### src/rtl/rp_irqagg_pkg.sv
`timescale 1ns/1ps
package rp_irqagg_pkg;

    localparam int DATA_W    = 32;
    localparam int NUM_EVT   = 6;
    localparam int NUM_INTX  = 4;
    localparam int INTX_BASE = 16;
    localparam int INTX_STEP = 2;

    typedef enum logic [2:0] {
        SEL_NONE,
        SEL_STATUS,
        SEL_MASK,
        SEL_ENABLE,
        SEL_DISABLE
    } reg_sel_e;

    // Status bit position of event input k
    function automatic int evt_pos(input int k);
        case (k)
            0:       return 15;
            1:       return 24;
            2:       return 25;
            3:       return 26;
            4:       return 27;
            default: return 28;
        endcase
    endfunction

    // Status bit position of INTx line i
    function automatic int intx_pos(input int i);
        return INTX_BASE + INTX_STEP * i;
    endfunction

endpackage

### src/rtl/rp_irqagg_decode.sv
`timescale 1ns/1ps
module rp_irqagg_decode
    import rp_irqagg_pkg::*;
#(
    parameter int          ADDR_W       = 10,
    parameter int unsigned STATUS_ADDR  = 'h130,
    parameter int unsigned MASK_ADDR    = 'h131,
    parameter int unsigned ENABLE_ADDR  = 'h132,
    parameter int unsigned DISABLE_ADDR = 'h133
) (
    input  logic [ADDR_W-1:0] addr,
    output reg_sel_e          sel
);

    always_comb begin
        if (addr == ADDR_W'(STATUS_ADDR))
            sel = SEL_STATUS;
        else if (addr == ADDR_W'(MASK_ADDR))
            sel = SEL_MASK;
        else if (addr == ADDR_W'(ENABLE_ADDR))
            sel = SEL_ENABLE;
        else if (addr == ADDR_W'(DISABLE_ADDR))
            sel = SEL_DISABLE;
        else
            sel = SEL_NONE;
    end

endmodule

### src/rtl/rp_irqagg_status.sv
`timescale 1ns/1ps
module rp_irqagg_status
    import rp_irqagg_pkg::*;
#(
    parameter int W    = DATA_W,
    parameter int NEVT = NUM_EVT,
    parameter int NINT = NUM_INTX
) (
    input  logic            clk,
    input  logic            rst_n,
    input  logic [NEVT-1:0] evt_pulse,
    input  logic [NINT-1:0] intx_lvl,
    input  logic            clr_en,
    input  logic [W-1:0]    clr_bits,
    output logic [W-1:0]    status
);

    logic [NEVT-1:0] evt_q;
    logic [NINT-1:0] intx_q;
    logic [NEVT-1:0] evt_clr;

    // Clear request per event, picked from its status bit position
    always_comb begin
        for (int k = 0; k < NEVT; k++)
            evt_clr[k] = clr_en & clr_bits[evt_pos(k)];
    end

    // Sticky event capture: a new pulse wins over a same-cycle clear
    always_ff @(posedge clk) begin
        if (!rst_n)
            evt_q <= '0;
        else
            evt_q <= evt_pulse | (evt_q & ~evt_clr);
    end

    // INTx levels sampled once, never cleared by software
    always_ff @(posedge clk) begin
        if (!rst_n)
            intx_q <= '0;
        else
            intx_q <= intx_lvl;
    end

    // Place the sources into the status word
    always_comb begin
        status = '0;
        for (int k = 0; k < NEVT; k++)
            status[evt_pos(k)] = evt_q[k];
        for (int i = 0; i < NINT; i++)
            status[intx_pos(i)] = intx_q[i];
    end

endmodule

### src/rtl/rp_irqagg_mask.sv
`timescale 1ns/1ps
module rp_irqagg_mask
    import rp_irqagg_pkg::*;
#(
    parameter int W = DATA_W
) (
    input  logic         clk,
    input  logic         rst_n,
    input  logic         en_wr,
    input  logic         dis_wr,
    input  logic [W-1:0] wdata,
    output logic [W-1:0] mask
);

    logic [W-1:0] mask_q;

    always_ff @(posedge clk) begin
        if (!rst_n)
            mask_q <= '1;
        else if (en_wr)
            mask_q <= mask_q & ~wdata;
        else if (dis_wr)
            mask_q <= mask_q | wdata;
    end

    assign mask = mask_q;

endmodule

### src/rtl/rp_irq_aggregator.sv
`timescale 1ns/1ps
module rp_irq_aggregator
    import rp_irqagg_pkg::*;
#(
    parameter int          ADDR_W       = 10,
    parameter int unsigned STATUS_ADDR  = 'h130,
    parameter int unsigned MASK_ADDR    = 'h131,
    parameter int unsigned ENABLE_ADDR  = 'h132,
    parameter int unsigned DISABLE_ADDR = 'h133
) (
    input  logic                clk,
    input  logic                rst_n,
    input  logic                bus_req,
    input  logic                bus_we,
    input  logic [ADDR_W-1:0]   bus_addr,
    input  logic [DATA_W-1:0]   bus_wdata,
    output logic                bus_rvalid,
    output logic [DATA_W-1:0]   bus_rdata,
    input  logic [NUM_EVT-1:0]  evt_pulse,
    input  logic [NUM_INTX-1:0] intx_lvl,
    output logic                irq_out
);

    reg_sel_e          sel;
    logic              wr, rd;
    logic [DATA_W-1:0] status;
    logic [DATA_W-1:0] mask;
    logic [DATA_W-1:0] rd_mux;
    logic              rvalid_q;
    logic [DATA_W-1:0] rdata_q;
    logic              irq_q;

    assign wr = bus_req &  bus_we;
    assign rd = bus_req & ~bus_we;

    rp_irqagg_decode #(
        .ADDR_W      (ADDR_W),
        .STATUS_ADDR (STATUS_ADDR),
        .MASK_ADDR   (MASK_ADDR),
        .ENABLE_ADDR (ENABLE_ADDR),
        .DISABLE_ADDR(DISABLE_ADDR)
    ) u_decode (
        .addr(bus_addr),
        .sel (sel)
    );

    rp_irqagg_status #(
        .W   (DATA_W),
        .NEVT(NUM_EVT),
        .NINT(NUM_INTX)
    ) u_status (
        .clk      (clk),
        .rst_n    (rst_n),
        .evt_pulse(evt_pulse),
        .intx_lvl (intx_lvl),
        .clr_en   (wr && sel == SEL_STATUS),
        .clr_bits (bus_wdata),
        .status   (status)
    );

    rp_irqagg_mask #(
        .W(DATA_W)
    ) u_mask (
        .clk   (clk),
        .rst_n (rst_n),
        .en_wr (wr && sel == SEL_ENABLE),
        .dis_wr(wr && sel == SEL_DISABLE),
        .wdata (bus_wdata),
        .mask  (mask)
    );

    always_comb begin
        unique case (sel)
            SEL_STATUS: rd_mux = status;
            SEL_MASK:   rd_mux = mask;
            default:    rd_mux = '0;
        endcase
    end

    always_ff @(posedge clk) begin
        if (!rst_n) begin
            rvalid_q <= 1'b0;
            rdata_q  <= '0;
        end else begin
            rvalid_q <= rd;
            rdata_q  <= rd ? rd_mux : '0;
        end
    end

    always_ff @(posedge clk) begin
        if (!rst_n)
            irq_q <= 1'b0;
        else
            irq_q <= |(status & ~mask);
    end

    assign bus_rvalid = rvalid_q;
    assign bus_rdata  = rdata_q;
    assign irq_out    = irq_q;

endmodule

### config.mk
export PLATFORM = sky130hd
export DESIGN_NAME = rp_irq_aggregator
export DESIGN_NICKNAME = d
export VERILOG_FILES = /design/src/rtl/rp_irqagg_pkg.sv /design/src/rtl/rp_irqagg_decode.sv /design/src/rtl/rp_irqagg_status.sv /design/src/rtl/rp_irqagg_mask.sv /design/src/rtl/rp_irq_aggregator.sv
export SDC_FILE = /design/constraint.sdc
export NUM_CORES = 1
export LEC_CHECK = 0
export BUFFER_PORTS_ARGS = -buffer_cell sky130_fd_sc_hd__buf_2
export CORE_MARGIN = 1.5
export CORE_UTILIZATION = 46
export DETAILED_ROUTE_END_ITERATION = 12
export GPL_ROUTABILITY_DRIVEN = 0
export PLACE_DENSITY = 0.75
export REMOVE_ABC_BUFFERS = 1
export SLEW_MARGIN = 20
export SYNTH_ARGS = -nofsm -noshare
export SYNTH_HDL_FRONTEND = slang
export SYNTH_SLANG_ARGS = --single-unit
### constraint.sdc
create_clock -name clk -period 1.51 [get_ports clk]
set_input_delay 0.0755 -clock clk [delete_from_list [all_inputs] [get_ports clk]]
set_output_delay 0.0755 -clock clk [all_outputs]
set_load 0.005 [all_outputs]
==> results of run 1 <==
-- worst max-delay path by stage --
stage / start / endpoint / slack, ns
global placement: bus_addr[7] / flip-flop / -0.19
floorplan: bus_addr[7] / bus_rdata[0] / -0.58
finish: bus_addr[7] / flip-flop / 0.10
detailed placement: bus_addr[7] / flip-flop / -0.26
CTS: bus_addr[7] / flip-flop / 0.11
global route: bus_addr[7] / flip-flop / 0.04
-- cells in the final DEF, fill, tap and decap left out, types with 4 or more instances in the layout --
cell	count
a211oi_1	8
a21oi_1	7
and2_1	26
buf_12	4
buf_2	89
buf_4	13
clkbuf_8	12
dfxtp_1	76
dlygate4sd3_1	5
inv_1	9
mux2i_1	32
nand2_1	49
nand4_1	4
nor2_1	6
nor2b_1	33
nor4_1	32
o21ai_0	6
-- worst max-delay path: cells and delay by family --
| kind | cells | cell delay [ns] |
|---|---|---|
| AND/OR/NAND/NOR | 2 | 0.92 |
| multiplexers | 1 | 0.24 |
| buffers and inverters | 3 | 0.45 |
-- routing by layer --
layer / track usage (%) / up-vias
met3: 5.41 / 21
li1: - / 1331
met2: 36.0 / 80
met5: 0 / -
met4: 12.8 / 0
met1: 25.9 / 1223
-- power groups by stage --
| stage | combinational [mW] | sequential (mW) | clock (mW) |
|---|---|---|---|
| 2_1_floorplan | 0.104 | 2.08 | 0 |
| 3_3_place_gp | 0.272 | 2.08 | 0 |
| 3_5_place_dp | 0.274 | 2.08 | 0 |
| 4_1_cts | 0.286 | 2.03 | 1.64 |
| 5_1_grt | 0.318 | 2.03 | 1.73 |
| 6_report | 0.287 | 2.03 | 1.63 |
-- Yosys cell counts (all sizes together), types with 7 or more instances --
library cell	instances	area share [%]
a211oi	8	2.0
a21oi	7	1.1
and2	27	5.5
clkbuf	23	2.9
dfxtp	76	50
inv	9	1.1
mux2i	32	10
nand2	49	6.0
nor2b	34	6.9
nor4	32	6.5
-- logic make-up (layout without fill, tap and decap cells) --
logic type,count (synthesis),in the layout
AND/OR/NAND/NOR,162,162
buffers and inverters,38,136
AO/OA/AOI/OAI,27,27
multiplexers,32,32
flip-flops,76,76
-- layout make-up --
class | count | area, um^2 | area share, %
Multi-Input combinational cell | 221 | 1400 | 35.6
Timing Repair Buffer | 111 | 673 | 17.1
Clock inverter | 3 | 43.8 | 1.11
Clock buffer | 13 | 169 | 4.29
Inverter | 9 | 33.8 | 0.858
Tap cell | 77 | 96.3 | 2.45
Sequential cell | 76 | 1520 | 38.6
-- what timing repair did --
action,4_1_cts,5_1_grt
setup endpoints to repair,0,0
hold endpoints to repair,5,0
hold buffers,5,0
-- through the flow --
stage / utilization (%) / cells / TNS, ns / instance area [um^2] / power (mW)
floorplan: - / 306 / -18.55 / 2950 / 2.18
global placement: 57.6 / 489 / -7.47 / 3680 / 2.35
detailed placement: 57.6 / 489 / -8.39 / 3680 / 2.35
CTS: 61.7 / 510 / 0 / 3940 / 3.96
global route: 61.7 / 510 / 0 / 3940 / 4.09
finish: 61.7 / 510 / 0 / 3940 / 3.95
==> summary.md, run 1 <==
| Metric | Value |
|---|---|
| Run status | complete, no violations |
| Area Growth Syn to Fin | 28.6% |
| Final min period | about 1.4 ns |
| Final count of hold timing violations | 0 |
| First-pass GRT wire length | roughly 12 mm |
| Ys Warns | 0 |
| Die Footprint | between 7000 and 8000 um^2 |
| Worst Hold Launch | evt_pulse[2] |
| Synthesized area per cell | 9.14 um^2 |
| Asr flop ratio synth | 0% |
| FP Rows | 29 |
| Power density over the cells | ~1000 nW/um^2 |
| Netlist Area Pre-Place | 3060 um^2 |
| Mux cell area share after synthesis | 10.5% |
| Final period util | 93.1% |
| Clk buf depth | 2 |
| Hold depth | 3 |
| Required time of the critical path | 1.79 ns |
| Share of the yosys chip area belonging to registers | approximately 50% |
| Drt drc | 0 |
| RSZ-0062 raised after global routing | no |
| Buffers added on ports | 89 |
| Flops & latches, synth | between 70 and 80 |
| DRT Pass-1 Iters | 4 |
| Gr usage total | 21.9% |
| Initial antenna violation count | 0 |
| Synth Instances | ~340 |
| Initial Util | 47.9% |
| Clk pwr share | 41.2% |
| Synth Area in Compound Gates | 5.56% |
| Htree depth | 3 |
| Remaining antenna violation count after routing | 0 |
| CTS tree | done |
| Max FO, Critical Path | 15 |
| DIE WIDTH | 84.6 um |
| Distinct cells, synth | 29 |
| Routed vias/inst | approximately 5.2 |
| N_diodes | 0 |
| Pin count of the biggest net entering global routing | 34 |
| FILL cells | roughly 570 |
| Top sig layer | met4 |
| Number of synthesized flops with an enable pin | 0 |
| CTS Buf Count | 9 |
| Hold WC Path Type | primary input to flip-flop |
| I/O Pins | 90 |
| R2r endpoint | irq_out |
| Critical Path, Cell by Cell | buf_2, or4_1, buf_4, buf_12, nor4_1, mux2i_1 |
| Clock skew | 0.00776 ns |
| Final WL | 7.46 mm |
| Setup violators final | 0 |
| Leak | 1.62 nW |
| Crit Path Category | primary input to flip-flop |
| Startpoint class of the critical path | primary input |
| R2r setup slk | ~0.43 ns |
| Switch Pwr | 0.892 mW |
| Slew margin rel. | 69.7% |
| Post-synthesis adder-cell area fraction | 0% |
| Critical path's slowest cell | or4_1 |
| Crit end category | flip-flop |
| Simple-gate portion of the synthesized area | 29.4% |
| Worst-Skew Late Latency | 0.35 ns |
| WP data arrival | 1.68 ns |
| Max IR drop VDD | roughly 0.56 mV |
| Post-DP HPWL | 5.13 mm |
| Post-cts resize count | 0 |
| Core Box Area | 6390 um^2 |
| Slew @ Worst Pin | 0.450 ns |
| Gr ovfl total | 0 |
| Post-CTS setup buffer count | 0 |
| Largest family of logic cells by synthesized area | simple AND/OR/NAND/NOR gates |
| PnR worst setup slack | 0.104 ns |
| Synth Flop Type | dfxtp_1 |
| CTS Root Cell | clkbuf_8 |
| Worst slack, placed | -0.257 ns |
| CTS Sinks | between 70 and 80 |
| Worst r2r path cells | 3 |
| Clock transition at path regs | 0.07 ns |
| Met3 WL post-DR | just over 300 um |
| Number of global-route vias before repair | 2672 |
| Nets | just under 500 |
| WL met2 | 3.73 mm |
| Switching portion of total power | 22.6% |
| Max cap viols | 0 |
| Hold endpoint | u_status.evt_q[2] |
| Crit-path max cell delay | 0.53 ns |
| Layout cells sized above 1 | 28.4% |
| Starting DRC count in detailed routing | ~110 |
| Synth Area in XOR/XNOR | 0% |
| Vias | around 2700 |
| Max Fclk | 0.711 GHz |
| Post-Route M1 WL | approximately 3.2 mm |
| Int Pwr | 3.05 mW |
| Fin. max-slew vios | 0 |
| Hold slack | 0.0111 ns |
| Gate power share | 7.3% |
| Flop pwr share | 51.5% |
| DR WL/cell | about 15 um |
| Die H | 84.6 um |
(Power assumes the default switching activity.)
==> inputs of run 2 (changes only) <==
ABC_AREA = 1   (was default)
PLACE_DENSITY = 0.76   (was 0.75)
==> run 2 against run 1 <==
Non-clock buffer count is 24 higher. Clock power barely moved. Area after synthesis is 4.1% lower. Sequential share of layout area decreased by 0.95 points. Wire length decreased by 3.5%. Critical path type unchanged.
==> summary.md, run 2 <==
| Metric | Value |
|---|---|
| Routed vias/inst | 5.07 (was 5.21) |
| FP Rows | 28 (was 29) |
| FILL cells | 509 (was 569) |
| Ys Warns | 0 (unchanged) |
| Required time of the critical path | 1.75 ns (was 1.79 ns) |
| Remaining antenna violation count after routing | 0 (unchanged) |
| Synthesized area per cell | 8.56 um^2 (was 9.14 um^2) |
| Most common cell after layout, fill and taps aside | buf_2 (unchanged) |
| WP data arrival | 1.43 ns (was 1.68 ns) |
| Slew @ Worst Pin | 0.365 ns (was 0.450 ns) |
| Flops & latches, synth | 76 (unchanged) |
| Slew margin rel. | 75.6% (was 69.7%) |
| Max FO, Critical Path | 1 (was 15) |
| Most common cell in the netlist | dfxtp_1 (unchanged) |
| Crit end category | flip-flop (unchanged) |
| Power density over the cells | 981 nW/um^2 (was 1000 nW/um^2) |
| Pin count of the biggest net entering global routing | 44 (was 34) |
| N_diodes | 0 (unchanged) |
| Post-cts resize count | 0 (unchanged) |
| Gr usage total | 21.5% (was 21.9%) |
| Number of global-route vias before repair | 2644 (was 2672) |
| CTS Root Cell | clkbuf_8 (unchanged) |
| Initial antenna violation count | 0 (unchanged) |
| Tot Pwr | 3.96 mW (was 3.95 mW) |
| Distinct cells, synth | 22 (was 29) |
| CTS tree | done (unchanged) |
| Netlist Area Pre-Place | 2940 um^2 (was 3060 um^2) |
| Post-DP Area | 3450 um^2 (was 3680 um^2) |
| Htree depth | 3 (unchanged) |
| Starting DRC count in detailed routing | 146 (was 107) |
| First-pass GRT wire length | 12.0 mm (was 12.3 mm) |
| Startpoint class of the critical path | primary input (unchanged) |
| Hold WC Path Type | primary input to flip-flop (unchanged) |
| Synth Instances | 343 (was 335) |
| Fin Setup TNS | 0 ns (unchanged) |
| Final instance area | 4040 um^2 (was 3940 um^2) |
| Multi-input logic area | 1190 um^2 (was 1400 um^2) |
| Clock skew | 0.00771 ns (was 0.00776 ns) |
| Area Growth Syn to Fin | 37.5% (was 28.6%) |
| CTS Buf Count | 9 (unchanged) |
| Clock transition at path regs | 0.08 ns (was 0.07 ns) |
| Gr ovfl total | 0 (unchanged) |
| Initial Util | 48.7% (was 47.9%) |
| CTS Hold Buffers Added | 37 (was 5) |
| Post-CTS setup buffer count | 0 (unchanged) |
| CTS Sinks | 76 (unchanged) |
| Final count of hold timing violations | 0 (unchanged) |
| Area share of the largest cell type after synthesis | 51.8% (was 49.7%) |
| Buffers added on ports | 89 (unchanged) |
| Setup violators final | 0 (unchanged) |
| FF/Latch Area | 1520 um^2 (unchanged) |
| RSZ-0062 raised after global routing | no (unchanged) |
| Final period util | 78.7% (was 93.1%) |
| Final min period | 1.19 ns (was 1.41 ns) |
| Nets | 524 (was 484) |
| Post-synth top area cell | dfxtp_1 (unchanged) |
| Share of the yosys chip area belonging to registers | 51.8% (was 49.7%) |
| DIE WIDTH | 82.9 um (was 84.6 um) |
| Drt drc | 0 (unchanged) |
| DRT Pass-1 Iters | 4 (unchanged) |
| Asr flop ratio synth | 0% (unchanged) |
| Crit Path Category | primary input to flip-flop (unchanged) |
| Most instantiated cells after synthesis | dfxtp_1 (76), a21oi_1 (48), nand2_1 (39) (was dfxtp_1 (76), nand2_1 (49), nor2b_1 (34)) |
| Number of synthesized flops with an enable pin | 0 (unchanged) |
| Max Fclk | 0.841 GHz (was 0.711 GHz) |
| Synth Flop Type | dfxtp_1 (unchanged) |
| Layout cells sized above 1 | 31.7% (was 28.4%) |
| Post-DP HPWL | 4.41 mm (was 5.13 mm) |
| Final WL | 7.21 mm (was 7.46 mm) |
| Synth area leaders | dfxtp_1 (52%), nand3_2 (10%), a21oi_1 (8.2%), o21ai_1 (5.1%), nand2_1 (5.0%) (was dfxtp_1 (50%), mux2i_1 (10%), nor2b_1 (6.9%), nor4_1 (6.5%), nand2_1 (6.0%)) |
| Most frequent cells in the layout | buf_2 (89), dfxtp_1 (76), a21oi_1 (48) (was buf_2 (89), dfxtp_1 (76), nand2_1 (49)) |
| Max cap viols | 0 (unchanged) |
| Clk buf depth | 2 (unchanged) |
| Die H | 82.9 um (was 84.6 um) |
| Vias | 2779 (was 2655) |
| Core Box Area | 6030 um^2 (was 6390 um^2) |
| I/O Pins | 90 (unchanged) |
| Max IR drop VDD | 0.668 mV (was 0.561 mV) |
| Die Footprint | 6870 um^2 (was 7150 um^2) |
| Layout Utilization | 67.0% (was 61.7%) |
| Worst-Skew Late Latency | 0.34 ns (was 0.35 ns) |
| DR WL/cell | 13.1 um (was 14.6 um) |
| Fin. max-slew vios | 0 (unchanged) |
| Hold slack | 0.0133 ns (was 0.0111 ns) |
| Run status | complete, no violations (unchanged) |
| Leak | 1.68 nW (was 1.62 nW) |
## run 2: final timing paths
kind,from,endpoint,slack [ns],depth (start not counted)
setup / recovery,intx_lvl[1],u_status.intx_q[1],0.32,5
hold / removal,bus_wdata[7],flip-flop,0.01,3
setup reg to reg,u_status.evt_q[0],irq_out,0.49,6
hold reg to reg,flip-flop,bus_rdata[0],0.44,2
## run 2: cell families (layout without fill, tap and decap cells)
family                 count (synthesis)  in the layout  share of synthesized area (%)
AO/OA/AOI/OAI                         86             86                           14.9
buffers and inverters                 51            181                           7.97
flip-flops                            76             76                           51.8
AND/OR/NAND/NOR                      130            130                           25.4
## run 2: through the flow
step	setup WS (ns)	cells
after global routing	0.297	548
after global placement	0.277	495
after detailed placement	0.220	495
after floorplan	-1.08	322
final	0.321	548
after CTS	0.407	548
## run 2: worst max-delay path: stages
cell and delay, ns:
dlygate4sd3_1 0.55, buf_2 0.13, nand2_1 0.07, dlygate4sd3_1 0.56, inv_1 0.04
## run 2: layer usage
metal	GRT usage, %	vias up	wire [um]
li1	-	1403	-
met1	26.3	1242	3070
met2	35.0	120	3430
met3	5.57	14	565
met4	10.5	0	140
met5	0	-	0
## run 2: layout make-up
class / count / area share [%]
Clock buffer: 13 / 4.18
Clock inverter: 3 / 1.08
Inverter: 30 / 2.79
Multi-Input combinational cell: 216 / 29.4
Sequential cell: 76 / 37.7
Tap cell: 75 / 2.32
Timing Repair Buffer: 135 / 22.5
## run 2: power breakdown
group	leakage (nW)	internal, mW	total (mW)	switching [mW]
clock	0.110	0.901	1.62	0.720
sequential	0.617	2.02	2.03	0.0135
combinational	0.951	0.149	0.306	0.156
total	1.68	3.07	3.96	0.890
==> inputs of run 3 (changes only) <==
clock period = 1 ns   (was 1.51 ns; I/O delays follow)
==> run 3 against run 2 <==
Largest power group unchanged. Total power up 48%. Critical path depth up 3. Sequential power up 51%. Final cell count up 2.2%. Global-route usage up 0.46 points.
==> summary.md, run 3 (same netlist as run 2, synthesis figures left out) <==
| Metric | Value |
|---|---|
| Crit end category | flip-flop (unchanged) |
| Final period util | between 90% and 100% |
| CTS Buf Count | 9 (unchanged) |
| Clock transition at path regs | 0.08 ns (about the same) |
| Fin. max-slew vios | 0 (unchanged) |
| FP Rows | 28 (unchanged) |
| N_diodes | 0 (unchanged) |
| CP Launch Point | bus_addr[7] (was intx_lvl[1]) |
| Final count of hold timing violations | 0 (unchanged) |
| Final instance area | 4120 um^2 (was 4040 um^2) |
| Gr ovfl total | 0 (unchanged) |
| Setup violators final | 0 (unchanged) |
| Startpoint class of the critical path | primary input (unchanged) |
| CTS tree | done (unchanged) |
| Max FO, Critical Path | 16 (was 1) |
| DR WL/cell | 12.9 um (was 13.1 um) |
| Post-DP HPWL | 4.85 mm (was 4.41 mm) |
| Clock skew | 0.0126 ns (was 0.00771 ns) |
| Required time of the critical path | 1.23 ns (was 1.75 ns) |
| Number of global-route vias before repair | 2658 (was 2644) |
| WP data arrival | 1.14 ns (was 1.43 ns) |
| Drt drc | 0 (unchanged) |
| Initial antenna violation count | 0 (unchanged) |
| Worst-Skew Late Latency | 0.35 ns (was 0.34 ns) |
| Critical Path, Cell by Cell | buf_2, nor2_1, nand2_1, nor2_4, buf_4, nand3_2, a21oi_1, o21ai_1 (was dlygate4sd3_1, buf_2, nand2_1, dlygate4sd3_1, inv_1) |
| Hold WC Path Type | primary input to flip-flop (unchanged) |
| Leak | 1.74 nW (was 1.68 nW) |
| Final WL | 7.23 mm (was 7.21 mm) |
| Nets | 536 (was 524) |
| Buf/Inv on CP | 2 (was 4) |
| Core Box Area | 6030 um^2 (unchanged) |
| Die H | 82.9 um (unchanged) |
| Crit-path max cell delay | 0.25 ns (was 0.56 ns) |
| Routed vias/inst | 5.03 (was 5.07) |
| Tot Pwr | 5.84 mW (was 3.96 mW) |
| I/O Pins | 90 (unchanged) |
| Worst Hold Launch | bus_wdata[2] (was bus_wdata[7]) |
| Power density over the cells | 1420 nW/um^2 (was 981 nW/um^2) |
| DRT Pass-1 Iters | 4 (unchanged) |
| Post-CTS setup buffer count | 0 (unchanged) |
| Vias | 2815 (was 2779) |
| Area Growth Syn to Fin | 40.4% (was 37.5%) |
| Clk buf depth | 2 (unchanged) |
| Max IR drop VDD | 1.23 mV (was 0.668 mV) |
| Max Fclk | 1.10 GHz |
| Hold slack | 0.0137 ns (was 0.0133 ns) |
| Gr usage total | 21.9% (was 21.5%) |
| Initial Util | 48.7% (unchanged) |
| Critical path's slowest cell | buf_4 (was dlygate4sd3_1) |
| Htree depth | 3 (unchanged) |
| Slew margin rel. | 79.1% (was 75.6%) |
| Final min period | between 0.9 and 1 ns |
| Most frequent cells in the layout | buf_2 (89), dfxtp_1 (75), a21oi_1 (48) (was buf_2 (89), dfxtp_1 (76), a21oi_1 (48)) |
| DIE WIDTH | 82.9 um (unchanged) |
| Run status | complete, no violations (unchanged) |
| Layout cells sized above 1 | 35.9% (was 31.7%) |
| Max cap viols | 0 (unchanged) |
| Post-DP Area | 3660 um^2 (was 3450 um^2) |
| CTS Sinks | 76 (unchanged) |
| Remaining antenna violation count after routing | 0 (unchanged) |
| Slew @ Worst Pin | 0.311 ns (was 0.365 ns) |
| CTS Root Cell | clkbuf_8 (unchanged) |
| Buffers added on ports | 89 (unchanged) |
| Starting DRC count in detailed routing | 141 (was 146) |
| First-pass GRT wire length | 12.3 mm (was 12.0 mm) |
| RSZ-0062 raised after global routing | no (unchanged) |
| Die Footprint | 6870 um^2 (unchanged) |
| Most common cell after layout, fill and taps aside | buf_2 (unchanged) |
| Family with the most delay on the worst path | simple AND/OR/NAND/NOR gates (was buffers and inverters) |
| Pin count of the biggest net entering global routing | 33 (was 44) |
| Crit Path Category | primary input to flip-flop (unchanged) |
run 3: changes by cell type in the layout (fill, tap and decap cells not counted), sizes merged:
cell | previous run | this run
dlygate4sd3 | 37 | 26
clkinvlp | 0 | 1
clkbuf | 13 | 10
buf | 98 | 121
clkinv | 3 | 5
run 3: final timing paths:
kind                                       to  slack (ns)  cells past startpoint
worst max-delay path                flip-flop        0.09                      8
worst min-delay path                flip-flop        0.01                      4
worst max register to register        irq_out        0.09                      5
worst min register to register  bus_rdata[12]        0.44                      2
run 3: worst reg2reg max path, delay by kind of cell, from the launching register on:
family / cells / cell delay, ns
AO/OA/AOI/OAI: 2 / 0.23
buffers and inverters: 1 / 0.05
flip-flops: 1 / 0.36
AND/OR/NAND/NOR: 2 / 0.18
run 3: repair_timing:
item / CTS / global route
hold buffers: 26 / 0
resized for setup: 0 / 3
endpoints found under the setup margin: 0 / 2
hold endpoints to repair: 26 / 0
run 3: per-layer routing:
layer | up-vias | part of all wire, % | track usage (%)
li1 | 1423 | - | -
met1 | 1276 | 46 | 28.0
met2 | 107 | 47 | 35.3
met3 | 9 | 6.0 | 5.86
met4 | 0 | 1.5 | 8.64
met5 | - | 0 | 0
run 3: area by class of cell:
cell class,instances,area (um^2)
clock buffers,10,128
clock inverters,6,65.1
fillers,509,1900
inverters,30,113
multi-input cells,216,1190
flip-flops and latches,76,1520
well taps,75,93.8
repair buffers,147,1010
run 3: metrics by stage:
step	setup slack, ns	setup TNS, ns	utilization (%)	std cells
floorplan	-1.57	-75.86	-	322
detailed placement	-0.246	-7.97	60.8	518
finish	0.0918	0	68.4	560
CTS	0.0294	0	68.3	560
global placement	-0.189	-5.40	60.8	518
global route	0.00632	0	68.4	560
run 3: report_power, final:
group | switching [mW] | leakage [nW] | internal (mW)
clock network | 1.16 | 0.0962 | 1.15
logic | 0.239 | 1.03 | 0.225
registers | 0.0179 | 0.616 | 3.05
total | 1.41 | 1.74 | 4.43
